**config.mk**
```make
export PLATFORM = sky130hd
export DESIGN_NAME = pt_walker
export DESIGN_NICKNAME = d
export VERILOG_FILES = /design/src/rtl/ptw_pkg.sv /design/src/rtl/ptw_base_reg.sv /design/src/rtl/ptw_mem_port.sv /design/src/rtl/ptw_ctrl.sv /design/src/rtl/pt_walker.sv
export SDC_FILE = /design/constraint.sdc
export NUM_CORES = 1
export LEC_CHECK = 0
export BUFFER_PORTS_ARGS = -buffer_cell sky130_fd_sc_hd__buf_4
export CORE_MARGIN = 2
export CORE_UTILIZATION = 35
export DETAILED_ROUTE_END_ITERATION = 12
export HOLD_SLACK_MARGIN = 0.03
export SYNTH_ARGS = -nofsm -noshare
export SYNTH_HDL_FRONTEND = slang
export SYNTH_SLANG_ARGS = --single-unit
```
**constraint.sdc**
```tcl
create_clock -name clk -period 2.5 [get_ports clk]
set_input_delay 0.25 -clock clk [delete_from_list [all_inputs] [get_ports clk]]
set_output_delay 0.25 -clock clk [all_outputs]
set_load 0.01 [all_outputs]
```
**src/rtl/ptw_pkg.sv**
```systemverilog
package ptw_pkg;

  localparam int VA_W        = 32;
  localparam int OFF_W       = 12;
  localparam int IDX_W       = (VA_W - OFF_W) / 2;
  localparam int FRAME_W     = VA_W - OFF_W;
  localparam int ENTRY_SHIFT = 2;
  localparam int SPARE_W     = OFF_W - 3;
  localparam int VEC_W       = 8;
  localparam logic [VEC_W-1:0] PF_VECTOR = VEC_W'(14);

  typedef enum logic [1:0] {W_IDLE, W_DIR, W_TBL, W_DONE} walk_state_t;
  typedef enum logic [1:0] {P_IDLE, P_ISSUE, P_WAIT} port_state_t;

  typedef struct packed {
    logic [FRAME_W-1:0] frame;
    logic [SPARE_W-1:0] spare;
    logic               user;
    logic               writable;
    logic               present;
  } entry_t;

  function automatic logic [IDX_W-1:0] dir_index(input logic [VA_W-1:0] va);
    return va[VA_W-1 -: IDX_W];
  endfunction

  function automatic logic [IDX_W-1:0] tbl_index(input logic [VA_W-1:0] va);
    return va[OFF_W +: IDX_W];
  endfunction

  // byte address of entry idx in the table whose frame is table_frame
  function automatic logic [VA_W-1:0] entry_addr(input logic [FRAME_W-1:0] table_frame,
                                                 input logic [IDX_W-1:0]   idx);
    logic [VA_W-1:0] scaled;
    scaled = VA_W'(idx) << ENTRY_SHIFT;
    return {table_frame, {OFF_W{1'b0}}} + scaled;
  endfunction

  function automatic logic [VA_W-1:0] join_pa(input logic [FRAME_W-1:0] frame,
                                              input logic [VA_W-1:0]    va);
    return {frame, va[OFF_W-1:0]};
  endfunction

endpackage

```
**src/rtl/ptw_base_reg.sv**
```systemverilog
module ptw_base_reg import ptw_pkg::*; (
  input  logic               clk,
  input  logic               rst_n,
  input  logic               wr_en,
  input  logic [VA_W-1:0]    wr_data,
  output logic [FRAME_W-1:0] base_frame
);

  // only the frame part is stored; the offset bits of a write are dropped
  always_ff @(posedge clk or negedge rst_n) begin
    if (!rst_n)     base_frame <= '0;
    else if (wr_en) base_frame <= wr_data[VA_W-1:OFF_W];
  end

endmodule

```
**src/rtl/ptw_mem_port.sv**
```systemverilog
module ptw_mem_port import ptw_pkg::*; (
  input  logic            clk,
  input  logic            rst_n,
  input  logic            start,
  input  logic [VA_W-1:0] start_addr,
  output logic            rd_valid,
  output logic [VA_W-1:0] rd_addr,
  input  logic            rd_ready,
  input  logic            resp_valid,
  input  logic [VA_W-1:0] resp_data,
  output logic            got,
  output logic [VA_W-1:0] got_data
);

  port_state_t phase_q, phase_d;
  logic        ev_handshake;
  logic        ev_start_ok;

  assign rd_valid     = (phase_q == P_ISSUE);
  assign ev_handshake = rd_valid && rd_ready;
  assign got          = (phase_q == P_WAIT) && resp_valid;
  assign got_data     = resp_data;
  assign ev_start_ok  = (phase_q == P_IDLE) || got;

  always_comb begin
    phase_d = phase_q;
    unique case (phase_q)
      P_IDLE:  if (start)        phase_d = P_ISSUE;
      P_ISSUE: if (ev_handshake) phase_d = P_WAIT;
      P_WAIT:  if (resp_valid)   phase_d = start ? P_ISSUE : P_IDLE;
      default:                   phase_d = P_IDLE;
    endcase
  end

  always_ff @(posedge clk or negedge rst_n) begin
    if (!rst_n) begin
      phase_q <= P_IDLE;
      rd_addr <= '0;
    end else begin
      phase_q <= phase_d;
      if (start && ev_start_ok) rd_addr <= start_addr;
    end
  end

  AST_RD_HOLD: assert property (@(posedge clk) disable iff (!rst_n)
    rd_valid && !rd_ready |=> rd_valid && $stable(rd_addr));
  AST_START_LEGAL: assert property (@(posedge clk) disable iff (!rst_n)
    start |-> ev_start_ok);

endmodule

```
**src/rtl/ptw_ctrl.sv**
```systemverilog
module ptw_ctrl import ptw_pkg::*; (
  input  logic               clk,
  input  logic               rst_n,
  input  logic               req_valid,
  input  logic [VA_W-1:0]    req_vaddr,
  input  logic [FRAME_W-1:0] base_frame,
  input  logic               got,
  input  logic [VA_W-1:0]    got_data,
  output logic               req_ack,
  output logic               busy,
  output logic               start,
  output logic [VA_W-1:0]    start_addr,
  output logic               res_valid,
  output logic               res_fault,
  output logic [VA_W-1:0]    res_paddr,
  output logic               res_writable,
  output logic               res_user,
  output logic [VA_W-1:0]    res_fault_vaddr,
  output logic               res_fault_level,
  output logic [VEC_W-1:0]   res_fault_vector
);

  walk_state_t     state_q, state_d;
  logic [VA_W-1:0] va_q;
  logic            pde_wr_q, pde_us_q;
  entry_t          ent;

  // named walk events
  logic ev_accept, ev_dir_hit, ev_dir_miss, ev_tbl_got, ev_tbl_miss, ev_tbl_ok;

  assign ent         = entry_t'(got_data);
  assign ev_accept   = (state_q == W_IDLE) && req_valid;
  assign ev_dir_hit  = (state_q == W_DIR) && got && ent.present;
  assign ev_dir_miss = (state_q == W_DIR) && got && !ent.present;
  assign ev_tbl_got  = (state_q == W_TBL) && got;
  assign ev_tbl_miss = ev_tbl_got && !ent.present;
  assign ev_tbl_ok   = ev_tbl_got && ent.present;

  assign req_ack   = ev_accept;
  assign busy      = (state_q != W_IDLE);
  assign res_valid = (state_q == W_DONE);
  assign start     = ev_accept || ev_dir_hit;
  assign start_addr = (state_q == W_IDLE) ? entry_addr(base_frame, dir_index(req_vaddr))
                                          : entry_addr(ent.frame, tbl_index(va_q));

  always_comb begin
    state_d = state_q;
    unique case (state_q)
      W_IDLE: if (ev_accept) state_d = W_DIR;
      W_DIR: begin
        if (ev_dir_hit)       state_d = W_TBL;
        else if (ev_dir_miss) state_d = W_DONE;
      end
      W_TBL:  if (ev_tbl_got) state_d = W_DONE;
      W_DONE: state_d = W_IDLE;
      default: state_d = W_IDLE;
    endcase
  end

  always_ff @(posedge clk or negedge rst_n) begin
    if (!rst_n) begin
      state_q  <= W_IDLE;
      va_q     <= '0;
      pde_wr_q <= 1'b0;
      pde_us_q <= 1'b0;
    end else begin
      state_q <= state_d;
      if (ev_accept) va_q <= req_vaddr;
      if (ev_dir_hit) begin
        pde_wr_q <= ent.writable;
        pde_us_q <= ent.user;
      end
    end
  end

  always_ff @(posedge clk or negedge rst_n) begin
    if (!rst_n) begin
      res_fault        <= 1'b0;
      res_paddr        <= '0;
      res_writable     <= 1'b0;
      res_user         <= 1'b0;
      res_fault_vaddr  <= '0;
      res_fault_level  <= 1'b0;
      res_fault_vector <= '0;
    end else if (ev_dir_miss || ev_tbl_miss) begin
      res_fault        <= 1'b1;
      res_paddr        <= '0;
      res_writable     <= 1'b0;
      res_user         <= 1'b0;
      res_fault_vaddr  <= va_q;
      res_fault_level  <= ev_tbl_miss;
      res_fault_vector <= PF_VECTOR;
    end else if (ev_tbl_ok) begin
      res_fault        <= 1'b0;
      res_paddr        <= join_pa(ent.frame, va_q);
      res_writable     <= pde_wr_q & ent.writable;
      res_user         <= pde_us_q & ent.user;
      res_fault_vaddr  <= '0;
      res_fault_level  <= 1'b0;
      res_fault_vector <= '0;
    end
  end

  AST_ACK_THEN_BUSY: assert property (@(posedge clk) disable iff (!rst_n)
    req_ack |=> busy);
  AST_DONE_PULSE: assert property (@(posedge clk) disable iff (!rst_n)
    res_valid |=> !res_valid && !busy);
  AST_FAULT_CLEAN: assert property (@(posedge clk) disable iff (!rst_n)
    res_valid && res_fault |-> res_paddr == '0 && res_fault_vector == PF_VECTOR);
  AST_TBL_AFTER_PRESENT: assert property (@(posedge clk) disable iff (!rst_n)
    ev_tbl_got |-> $past(state_q) == W_TBL);

endmodule

```
**src/rtl/pt_walker.sv**
```systemverilog
module pt_walker import ptw_pkg::*; (
  input  logic               clk,
  input  logic               rst_n,
  input  logic               base_wr,
  input  logic [VA_W-1:0]    base_wr_data,
  input  logic               req_valid,
  input  logic [VA_W-1:0]    req_vaddr,
  output logic               req_ack,
  output logic               busy,
  output logic               mem_rd_valid,
  output logic [VA_W-1:0]    mem_rd_addr,
  input  logic               mem_rd_ready,
  input  logic               mem_resp_valid,
  input  logic [VA_W-1:0]    mem_resp_data,
  output logic               res_valid,
  output logic               res_fault,
  output logic [VA_W-1:0]    res_paddr,
  output logic               res_writable,
  output logic               res_user,
  output logic [VA_W-1:0]    res_fault_vaddr,
  output logic               res_fault_level,
  output logic [VEC_W-1:0]   res_fault_vector
);

  logic [FRAME_W-1:0] base_frame;
  logic               start, got;
  logic [VA_W-1:0]    start_addr, got_data;

  ptw_base_reg u_base (
    .clk(clk), .rst_n(rst_n), .wr_en(base_wr), .wr_data(base_wr_data),
    .base_frame(base_frame)
  );

  ptw_mem_port u_port (
    .clk(clk), .rst_n(rst_n), .start(start), .start_addr(start_addr),
    .rd_valid(mem_rd_valid), .rd_addr(mem_rd_addr), .rd_ready(mem_rd_ready),
    .resp_valid(mem_resp_valid), .resp_data(mem_resp_data),
    .got(got), .got_data(got_data)
  );

  ptw_ctrl u_ctrl (
    .clk(clk), .rst_n(rst_n), .req_valid(req_valid), .req_vaddr(req_vaddr),
    .base_frame(base_frame), .got(got), .got_data(got_data),
    .req_ack(req_ack), .busy(busy), .start(start), .start_addr(start_addr),
    .res_valid(res_valid), .res_fault(res_fault), .res_paddr(res_paddr),
    .res_writable(res_writable), .res_user(res_user),
    .res_fault_vaddr(res_fault_vaddr), .res_fault_level(res_fault_level),
    .res_fault_vector(res_fault_vector)
  );

  AST_RD_IN_WALK: assert property (@(posedge clk) disable iff (!rst_n)
    mem_rd_valid |-> busy);
  AST_OK_NO_VECTOR: assert property (@(posedge clk) disable iff (!rst_n)
    res_valid && !res_fault |-> res_fault_vector == '0 && res_fault_vaddr == '0);
  AST_NO_ACK_IN_WALK: assert property (@(posedge clk) disable iff (!rst_n)
    mem_rd_valid |-> !req_ack);

endmodule

```
## Yosys cells after proc, flatten, opt, wreduce, memory -nomap -nowiden

Index checks and enable logic that the tools add are counted.

| word-level totals | value |
|---|---|
| latch bits | 0 |
| output and inout bits | 112 |
| input bits | 102 |
| memories kept | 0 |
| RAM bits | 0 |
| register bits | 166 |
| ROM bits | 0 |
| word-level logic and storage cells | 73 |

| operators by class | value |
|---|---|
| equal/unequal tests | 11 |
| order comparisons | 0 |
| $add $sub $neg | 2 |
| muxes and demuxes | 24 |
| multipliers | 0 |
| reductions and logical operators | 20 |
| bitwise logic cells | 2 |
| divide/modulo/power cells | 0 |
| shift-type cells | 0 |

Operators by type and width:

| operator | number |
|---|---|
| $mux W32 | 5 |
| $add A32 B12 Y32 | 2 |
| $mux W8 | 2 |
| $mux W2 | 7 |
| $logic_and A1 B1 Y1 | 10 |
| $mux W1 | 8 |
| $pmux W2 S4 | 1 |
| $eq A2 B2 Y1 const B | 3 |
| $ne A2 B1 Y1 const B | 3 |
| $pmux W2 S3 | 1 |
| $reduce_and A3 Y1 | 2 |
| $eq A2 B1 Y1 const B | 2 |
| $logic_not A2 Y1 | 2 |
| $ne A2 B2 Y1 const B | 2 |
| $reduce_bool A2 Y1 | 2 |
| $logic_or A1 B1 Y1 | 3 |
| $ne A3 B1 Y1 const B | 1 |
| $and A1 B1 Y1 | 2 |
| $logic_not A1 Y1 | 1 |

## Depth between registers and ports, before layout

Gate-level depths: netlist of run 1.

| logic depth | value |
|---|---|
| word-level depth | 8 |
| mapped depth | 7 |

## Cells and area by module

Synthesis of run 1 repeated with hierarchy kept, for this count alone.

| unflattened totals | value |
|---|---|
| cells, all modules | 447 |
| area total of the unflattened synthesis | 6,855.3 um^2 |

By module, submodules not included:

| module | cells an instance | instances | area each (um^2) |
|---|---|---|---|
| ptw_ctrl | 296 | 1 | 4,336.7 |
| ptw_mem_port | 109 | 1 | 1,695.4 |
| ptw_base_reg | 42 | 1 | 823.3 |

## Worst setup path before layout of run 1

No wires, ideal clock.

| path | value |
|---|---|
| path kind | register -> register |
| start point | register u_ctrl.state_q[0] |
| end point | register u_port.rd_addr[10] |
| path slack | 0.462 ns |
| period minus slack after synthesis | 2.038 ns |
| arrival | 1.913 ns |
| setup time | 0.125 ns |
| required time | 2.375 ns |
| buffers on the path | 2 |
| cell stages (with the launch flop) | 8 |
| cells stage by stage | dfrtp_1 inv_1 ha_1 buf_2 nand2_1 a2111oi_4 buf_6 mux2_2 |

| on the way | value |
|---|---|
| word-level cells in the longest chain between the ends | 5 |

Ends and longest elaborated chain:

| element | line | source |
|---|---|---|
| start, declared | ptw_ctrl.sv:23 | `walk_state_t state_q, state_d;` |
| start signal, assigned | ptw_ctrl.sv:67 | `state_q <= state_d;` |
| $eq A2 B1 Y1 | ptw_ctrl.sv:33 | `assign ev_dir_hit = (state_q == W_DIR) && got && ent.present;` |
| $logic_and A1 B1 Y1 (2 in a row) | ptw_ctrl.sv:33 |  |
| $logic_or A1 B1 Y1 | ptw_ctrl.sv:42 | `assign start = ev_accept \|\| ev_dir_hit;` |
| $logic_and A1 B1 Y1 | ptw_mem_port.sv:41 | `if (start && ev_start_ok) rd_addr <= start_addr;` |
| end signal, assigned | ptw_mem_port.sv:41 |  |
| end, declared | ptw_mem_port.sv:7 | `output logic [VA_W-1:0] rd_addr,` |

Parallel ways exist; a longest one is shown, timed or not.
A chain may end at the register's enable or synchronous reset.

## Worst setup path in the final report of run 1

| path | value |
|---|---|
| start point | register u_ctrl.state_q[0] |
| end point | output req_ack |

| on the way | value |
|---|---|
| word-level cells in the longest chain between the ends | 2 |

Ends and longest elaborated chain:

| element | line | source |
|---|---|---|
| $logic_not A2 Y1 | ptw_ctrl.sv:32 | `assign ev_accept = (state_q == W_IDLE) && req_valid;` |
| $logic_and A1 B1 Y1 | ptw_ctrl.sv:32 |  |
| end, declared | pt_walker.sv:8 | `output logic req_ack,` |

No other way between the ends.

==> load_flow_metrics.sql, run 1 <==
INSERT INTO impl_metrics (metric_group, metric, value, unit) VALUES
('status', 'run_status', 'completed', ''),
('timing', 'hold_violations', '0', ''),
('placement', 'dp_cells', '805', ''),
('route', 'routedWlPerCell', '18.33', 'microns'),
('floorplan', 'std_cell_rows', '48', ''),
('clocking', 'cts.path.max_buffers', '2', ''),
('cells_and_area', 'final_layout_size_suffix_gt1_frac', '0.5663', ''),
('worst_setup_path', 'cpMaxStageDelayCell', 'buf_4', ''),
('cells_and_area', 'antennaDiodeCount', '0', ''),
('power', 'power', '9.733', 'mW'),
('synth', 'synth_warnings', '0', ''),
('synth', 'yosys-top-cells-count', 'dfrtp_1, mux2_2, a22o_1', ''),
('timing', 'report.final.setup_viol', '0', ''),
('synth', 'post_synth_cell_types', '31', ''),
('placement', 'hpwl', '10.60', 'mm'),
('synth', 'synthesized_instance_count', '411', ''),
('worst_setup_path', 'worst-path-buf-inv', '4', ''),
('power', 'ir_drop', '487.2', 'uV'),
('route', 'drc_violations', '0', ''),
('power', 'power.density', '1144', 'nW/um^2'),
('route', 'drt_pre_antenna_iters', '4', ''),
('hold_path', 'hold_path.startpoint', 'mem_rd_ready', ''),
('global_routing', 'grt_first_pass_wirelength', '23.71', 'mm'),
('timing', 'fmaxAchievable', '0.4497', 'GHz'),
('route', 'drt-initial-drc-count', '149', ''),
('floorplan', 'initial_utilization', '0.3601', ''),
('synth', 'synth_top_flop_cell', 'dfrtp_1', ''),
('hold_path', 'min_path_type', 'in2reg', ''),
('worst_setup_path', 'cp_top_family', 'buffers and inverters', ''),
('global_routing', 'via_count_of_the_first_global_routing_pass', '4322', ''),
('timing', 'report.final.slew_viol_count', '0', ''),
('synth', 'async_flop_share', '1.000', ''),
('worst_setup_path', 'cp_capture_type', 'output pin', ''),
('clocking', 'tritoncts_clock_tree', 'built', ''),
('worst_setup_path', 'crit_start', 'u_ctrl.state_q[0]$_DFFE_PN0P_', ''),
('synth', 'ys_seq_elements', '156', ''),
('route', 'routed_wirelength', '15.33', 'mm'),
('synth', 'post-synth-top-area-cell', 'dfrtp_1', ''),
('floorplan', 'boundaryPins', '214', ''),
('timing', 'worstMarginPinSlew', '0.5445', 'ns'),
('cells_and_area', 'layoutNonFillerInstCount', '836', ''),
('timing', 'setup-tns-final', '0', 'ns'),
('route', 'dr_total_vias', '4117', ''),
('placement', 'place.gp.congestion', '0.7452', ''),
('floorplan', 'design.core.area', '17420', 'sq um'),
('cells_and_area', 'multi_input_area', '2186', 'sq um'),
('route', 'antenna_violating_nets_post_route', '0', ''),
('clocking', 'clk_latency', '0.42', 'ns'),
('clocking', 'cts_sinks', '156', ''),
('synth', 'synth_most_common_cell', 'dfrtp_1', ''),
('timing', 'final.period_utilization', '0.8894', ''),
('floorplan', 'design.die.area', '19010', 'sq um'),
('global_routing', 'globalRouteOverflowTotal', '0', ''),
('global_routing', 'number_of_antenna_violations_at_the_first_check_in_global_routing', '0', ''),
('timing', 'unrepaired_setup_endpoints_after_global_routing', 'false', ''),
('worst_setup_path', 'signal_arrival_time_at_the_worst_endpoint', '1.97', 'ns'),
('cells_and_area', 'final-seq-area', '3904', 'sq um'),
('clocking', 'cts_buffers', '17', ''),
('synth', 'postSynthAreaPerCell', '15.26', 'sq um'),
('timing', 'finalClockSkew', '0.007797', 'ns'),
('timing', 'layout_min_cycle_time', '2.224', 'ns'),
('global_routing', 'grt_start_max_net_pins', '66', ''),
('worst_setup_path', 'crit-reg2reg-launch', 'u_ctrl.state_q[0]$_DFFE_PN0P_', ''),
('route', 'viasPerCell', '4.925', ''),
('global_routing', 'groute.usage.overall', '0.1685', ''),
('cells_and_area', 'layout.nets', '707', ''),
('synth', 'synth-edff-count', '0', ''),
('job', 'max_cap_viol', '0', ''),
('timing', 'final_critical_path_setup_slack', '0.2765', 'ns'),
('floorplan', 'dieHeight', '137.9', 'microns'),
('cells_and_area', 'flow.area_growth_from_synthesis', '35.67', '%');
==> cell families after synthesis <==
group / after synthesis / share of synthesized area
adder cells (fa/ha/maj): 5 / 0.009974
flip-flops: 156 / 0.6224
AND/OR/NAND/NOR: 15 / 0.01516
buffers and inverters: 42 / 0.03670
multiplexers: 116 / 0.2081
other: 1 / 0.0005979
AO/OA/AOI/OAI: 76 / 0.1071
==> where the power goes <==
part	leakage [nW]	internal (mW)	switching (mW)	total, mW
combinational	1.86	1.87	1.34	3.21
sequential	1.98	3.39	0.537	3.93
clock	0.293	1.64	0.956	2.59
==> repair_timing <==
| item | in CTS | in global routing |
|---|---|---|
| hold buffers | 1 | 0 |
| buffers inserted | 0 | 0 |
| endpoints found under the hold margin | 45 | 0 |
==> registers in the layout, summed over array words and instances (netlist names) <==
| name | flops |
|---|---|
| u_ctrl.res_fault_vaddr | 32 |
| u_ctrl.res_paddr | 32 |
| u_ctrl.va_q | 32 |
| u_port.rd_addr | 30 |
| u_base.base_frame | 20 |
| u_ctrl.state_q | 2 |
| u_port.phase_q | 2 |
| u_ctrl.pde_us_q | 1 |
| u_ctrl.pde_wr_q | 1 |
| u_ctrl.res_fault_level | 1 |
| u_ctrl.res_fault_vector | 1 |
| u_ctrl.res_user | 1 |
| u_ctrl.res_writable | 1 |
==> layout by cell type (no fill, tap or decap), types with 2 or more instances in the layout <==
master     synthesis  routed
dfrtp_1          156     156
clkinv_2           0       3
a22o_1            64      64
conb_1             1       7
inv_1              5       5
nand2_1            3       2
mux2_2           113     113
nand3_1            2       2
ha_1               5       4
a32o_1             2       2
nor2b_1            4       4
clkbuf_8           0       3
buf_4             10     198
a21o_1             2       2
mux2_1             2       2
clkbuf_1          14       3
clkbuf_16          0      17
bufinv_16          0       3
==> per-stage QoR <==
step | utilization | hold slack [ns] | instance area (sq um)
5_1_grt | 0.4886 | 0.03716 | 8509
6_report | 0.4886 | 0.05841 | 8509
3_5_place_dp | 0.4540 | 0.2202 | 7908
2_1_floorplan | - | -0.04559 | 6295
3_3_place_gp | 0.4540 | 0.2074 | 7908
4_1_cts | 0.4886 | 0.03250 | 8509
==> final timing paths <==
check | to | slack [ns] | depth (start not counted)
max | req_ack | 0.28 | 6
min | u_port.phase_q[1]$_DFFE_PN0P_ | 0.06 | 3
min reg2reg | u_ctrl.res_fault_vaddr[23]$_DFFE_PN0P_ | 0.49 | 1
max reg2reg | u_ctrl.state_q[1]$_DFFE_PN0P_ | 0.38 | 6
min in group asynchronous | u_base.base_frame[8]$_DFFE_PN0P_ | 0.36 | 2
max in group asynchronous | u_base.base_frame[12]$_DFFE_PN0P_ | 1.44 | 3
==> area by class of cell <==
class                   instances  area share
repair buffers                201      0.1795
multi-input cells             219      0.2569
inverters                       5    0.002206
clock inverters                 7     0.01338
well taps                     225     0.03308
clock buffers                  23     0.05617
flip-flops and latches        156      0.4588
==> routing by layer <==
layer,track usage,part of all wire
met1,0.2064,0.41
met2,0.2742,0.50
met3,0.04349,0.061
met4,0.08844,0.030
met5,0,0
==> tightest hold or removal path: cells and delay by family <==
kind	cells	cell delay, ns
AND/OR/NAND/NOR	1	0.04
AO/OA/AOI/OAI	1	0.06
buffers and inverters	1	0.08
Note: power is estimated with default switching activity, not from simulation.
==> run 2: changes to the inputs <==
- ABC_AREA: unset -> 1
==> load_flow_metrics.sql, run 2 <==
INSERT INTO impl_metrics (metric_group, metric, value, unit) VALUES
('timing', 'report.final.setup_viol', '0', ''),
('placement', 'hpwl', '11.82', 'mm'),
('cells_and_area', 'layout_common_cells', 'nand2_1, buf_4, dfrtp_1', ''),
('route', 'drt-initial-drc-count', '288', ''),
('worst_setup_path', 'crit_path_max_fanout', '11', ''),
('power', 'power.static_leakage', '4.857', 'nW'),
('route', 'antenna_violating_nets_post_route', '0', ''),
('global_routing', 'number_of_antenna_violations_at_the_first_check_in_global_routing', '0', ''),
('synth', 'synthesized_instance_count', '726', ''),
('cells_and_area', 'largest_registers_ranked_by_flip_flop_count', 'u_ctrl.res_fault_vaddr (32), u_ctrl.res_paddr (32), u_ctrl.va_q (32)', ''),
('placement', 'portBuffers', '185', ''),
('worst_setup_path', 'worstReg2RegEnd', 'u_ctrl.state_q[0]$_DFFE_PN0P_', ''),
('cells_and_area', 'final.fill_count', '1823', ''),
('job', 'max_cap_viol', '0', ''),
('worst_setup_path', 'path_class', 'reg2out', ''),
('route', 'dr_total_vias', '5495', ''),
('timing', 'slew_headroom', '0.4453', ''),
('clocking', 'h-tree-depth', '4', ''),
('timing', 'final.period_utilization', '0.8683', ''),
('worst_setup_path', 'signal_arrival_time_at_the_worst_endpoint', '1.92', 'ns'),
('floorplan', 'design.core.area', '18580', 'sq um'),
('synth', 'synth_area', '6564', 'sq um'),
('hold_path', 'min_path_type', 'in2reg', ''),
('route', 'drt_pre_antenna_iters', '4', ''),
('route', 'routedWlPerCell', '15.38', 'microns'),
('clocking', 'clk_latency', '0.42', 'ns'),
('global_routing', 'grt_first_pass_wirelength', '28.79', 'mm'),
('power', 'power', '10.29', 'mW'),
('timing', 'worstMarginPinSlew', '0.8312', 'ns'),
('placement', 'place.gp.congestion', '0.7510', ''),
('power', 'power.density', '1141', 'nW/um^2'),
('global_routing', 'groute.usage.overall', '0.1866', ''),
('synth', 'synth_top_flop_cell', 'dfrtp_1', ''),
('clocking', 'cts_root_buf', 'clkbuf_16', ''),
('timing', 'setup-tns-final', '0', 'ns'),
('worst_setup_path', 'capturing_element_of_the_worst_setup_path', 'req_ack', ''),
('floorplan', 'floorplan.die.width', '140.9', 'microns'),
('timing', 'fmaxAchievable', '0.4607', 'GHz'),
('timing', 'hold_violations', '0', ''),
('cells_and_area', 'antennaDiodeCount', '0', ''),
('global_routing', 'grt_start_max_net_pins', '81', ''),
('synth', 'synth-seq-area-share', '0.5947', ''),
('worst_setup_path', 'crit-reg2reg-launch', 'u_ctrl.state_q[0]$_DFFE_PN0P_', ''),
('synth', 'async_flop_share', '1.000', ''),
('cells_and_area', 'final_layout_size_suffix_gt1_frac', '0.2827', ''),
('cells_and_area', 'layout_commonest_cell', 'nand2_1', ''),
('worst_setup_path', 'worstRegToRegCells', '10', ''),
('worst_setup_path', 'regToRegSetupSlack', '0.57', 'ns'),
('global_routing', 'grt.met2_usage', '0.2940', ''),
('status', 'run_status', 'completed', ''),
('cells_and_area', 'multi_input_area', '2287', 'sq um'),
('route', 'viasPerCell', '4.705', ''),
('timing', 'report.final.slew_viol_count', '0', ''),
('timing', 'layout_min_cycle_time', '2.171', 'ns'),
('cells_and_area', 'flow.area_growth_from_synthesis', '37.38', '%'),
('timing', 'unrepaired_setup_endpoints_after_global_routing', 'false', ''),
('global_routing', 'via_count_of_the_first_global_routing_pass', '5411', ''),
('clocking', 'cts_sinks', '156', ''),
('power', 'net_switching', '3.610', 'mW'),
('worst_setup_path', 'cp_capture_type', 'output pin', ''),
('synth', 'synth-edff-count', '0', ''),
('timing', 'final_critical_path_setup_slack', '0.3292', 'ns'),
('synth', 'ys_seq_elements', '156', ''),
('worst_setup_path', 'worst_ep_required_time', '2.25', 'ns'),
('worst_setup_path', 'crit_start', 'u_ctrl.state_q[0]$_DFFE_PN0P_', ''),
('route', 'routed_wirelength', '17.97', 'mm'),
('synth', 'yosys-top-cells-count', 'nand2_1, dfrtp_1, nand3_1', ''),
('global_routing', 'globalRouteOverflowTotal', '0', ''),
('clocking', 'cts_buffers', '17', ''),
('clocking', 'cts.path.max_buffers', '2', ''),
('clocking', 'cts_setup_buffers', '0', ''),
('power', 'p_clk_frac', '0.262', ''),
('global_routing', 'grtUsageMet1', '0.2514', ''),
('synth', 'synth_warnings', '0', ''),
('power', 'internal-power', '6.679', 'mW'),
('power', 'switching_share', '0.3509', ''),
('global_routing', 'gr-max-usage-layer', 'met2', ''),
('power', 'pwr-share-seq', '0.391', ''),
('clocking', 'tritoncts_clock_tree', 'built', ''),
('synth', 'postSynthAreaPerCell', '9.041', 'sq um'),
('cells_and_area', 'layout.nets', '1028', ''),
('floorplan', 'boundaryPins', '214', ''),
('synth', 'yosysTopAreaCellShare', '0.5947', ''),
('route', 'drc_violations', '0', ''),
('power', 'ir_drop', '605.1', 'uV'),
('synth', 'synthTopCellsByArea', 'dfrtp_1, nand2_1, nand3_1', ''),
('synth', 'post_synth_cell_types', '24', ''),
('synth', 'synth_most_common_cell', 'nand2_1', ''),
('floorplan', 'dieHeight', '140.9', 'microns'),
('power', 'share_comb_of_total_power', '0.347', ''),
('cells_and_area', 'final-seq-area', '3904', 'sq um'),
('timing', 'finalClockSkew', '0.007255', 'ns'),
('floorplan', 'initial_utilization', '0.3533', ''),
('worst_setup_path', 'critical_path.startpoint_type', 'flop', ''),
('floorplan', 'design.die.area', '19870', 'sq um'),
('placement', 'pre_cts_ws', '0.5713', 'ns'),
('global_routing', 'grt_util_met3', '0.04212', ''),
('clocking', 'cts.reportedPaths.clkPinSlew', '0.06', 'ns'),
('synth', 'post-synth-top-area-cell', 'dfrtp_1', ''),
('floorplan', 'std_cell_rows', '50', '');
-- run 2: timing repair --
action                                 4_1_cts  5_1_grt
endpoints found under the hold margin      176        0
resized for setup                            0        0
hold buffers                                21        0
-- run 2: area by class of cell --
type / instances / share of cell area
clock buffers: 19 / 0.05023
clock inverters: 13 / 0.01818
inverters: 41 / 0.01707
multi-input cells: 481 / 0.2536
flip-flops and latches: 156 / 0.4329
well taps: 234 / 0.03247
repair buffers: 224 / 0.1955
-- run 2: routing by layer --
layer  vias up  wire, microns  share of wire
met2       142           8519           0.47
li1       2704              -              -
met5         -              0              0
met1      2627           8219           0.46
met4         0            331          0.018
met3        22            898          0.050
-- run 2: worst min-delay path by stage --
stage | slack, ns | from | cells past startpoint | end
2_1_floorplan | -0.05 | rst_n | 0 | u_base.base_frame[0]$_DFFE_PN0P_
3_3_place_gp | 0.30 | rst_n | 2 | u_base.base_frame[0]$_DFFE_PN0P_
3_5_place_dp | 0.29 | rst_n | 2 | u_base.base_frame[5]$_DFFE_PN0P_
4_1_cts | 0.03 | req_vaddr[14] | 3 | u_ctrl.va_q[14]$_DFFE_PN0P_
5_1_grt | 0.04 | req_vaddr[10] | 3 | u_ctrl.va_q[10]$_DFFE_PN0P_
6_report | 0.04 | req_vaddr[14] | 3 | u_ctrl.va_q[14]$_DFFE_PN0P_
-- run 2: critical path, stage by stage (launching register included) --
cell and delay (ns):
dfrtp_1 0.43, inv_1 0.12, ha_1 0.22, nand2_2 0.20, inv_1 0.34, buf_4 0.19
-- run 2: cells by family after synthesis --
| kind of cell | count (synthesis) | share of synthesized area |
|---|---|---|
| and+or+nand+nor | 379 | 0.2423 |
| DFF | 156 | 0.5947 |
| buffers and inverters | 95 | 0.06367 |
| AOI/OAI and AO/OA | 70 | 0.05490 |
| muxes | 20 | 0.03431 |
| adders and majority gates | 5 | 0.009531 |
| other | 1 | 0.0005713 |
-- run 2: power groups by stage --
stage | clock network (mW) | logic [mW] | registers [mW]
floorplan | 0 | 1.65 | 4.23
global placement | 0 | 3.53 | 4.05
detailed placement | 0 | 3.61 | 4.05
CTS | 2.76 | 3.64 | 4.02
global route | 2.88 | 4.00 | 4.14
finish | 2.70 | 3.57 | 4.02
-- run 2: through the flow --
stage	cell area [sq um]	cells	hold WS [ns]	utilization
floorplan	6586	732	-0.04559	-
global placement	8190	1115	0.3011	0.4408
detailed placement	8190	1115	0.2938	0.4408
CTS	9017	1168	0.03113	0.4853
global route	9017	1168	0.03512	0.4853
finish	9017	1168	0.04474	0.4853
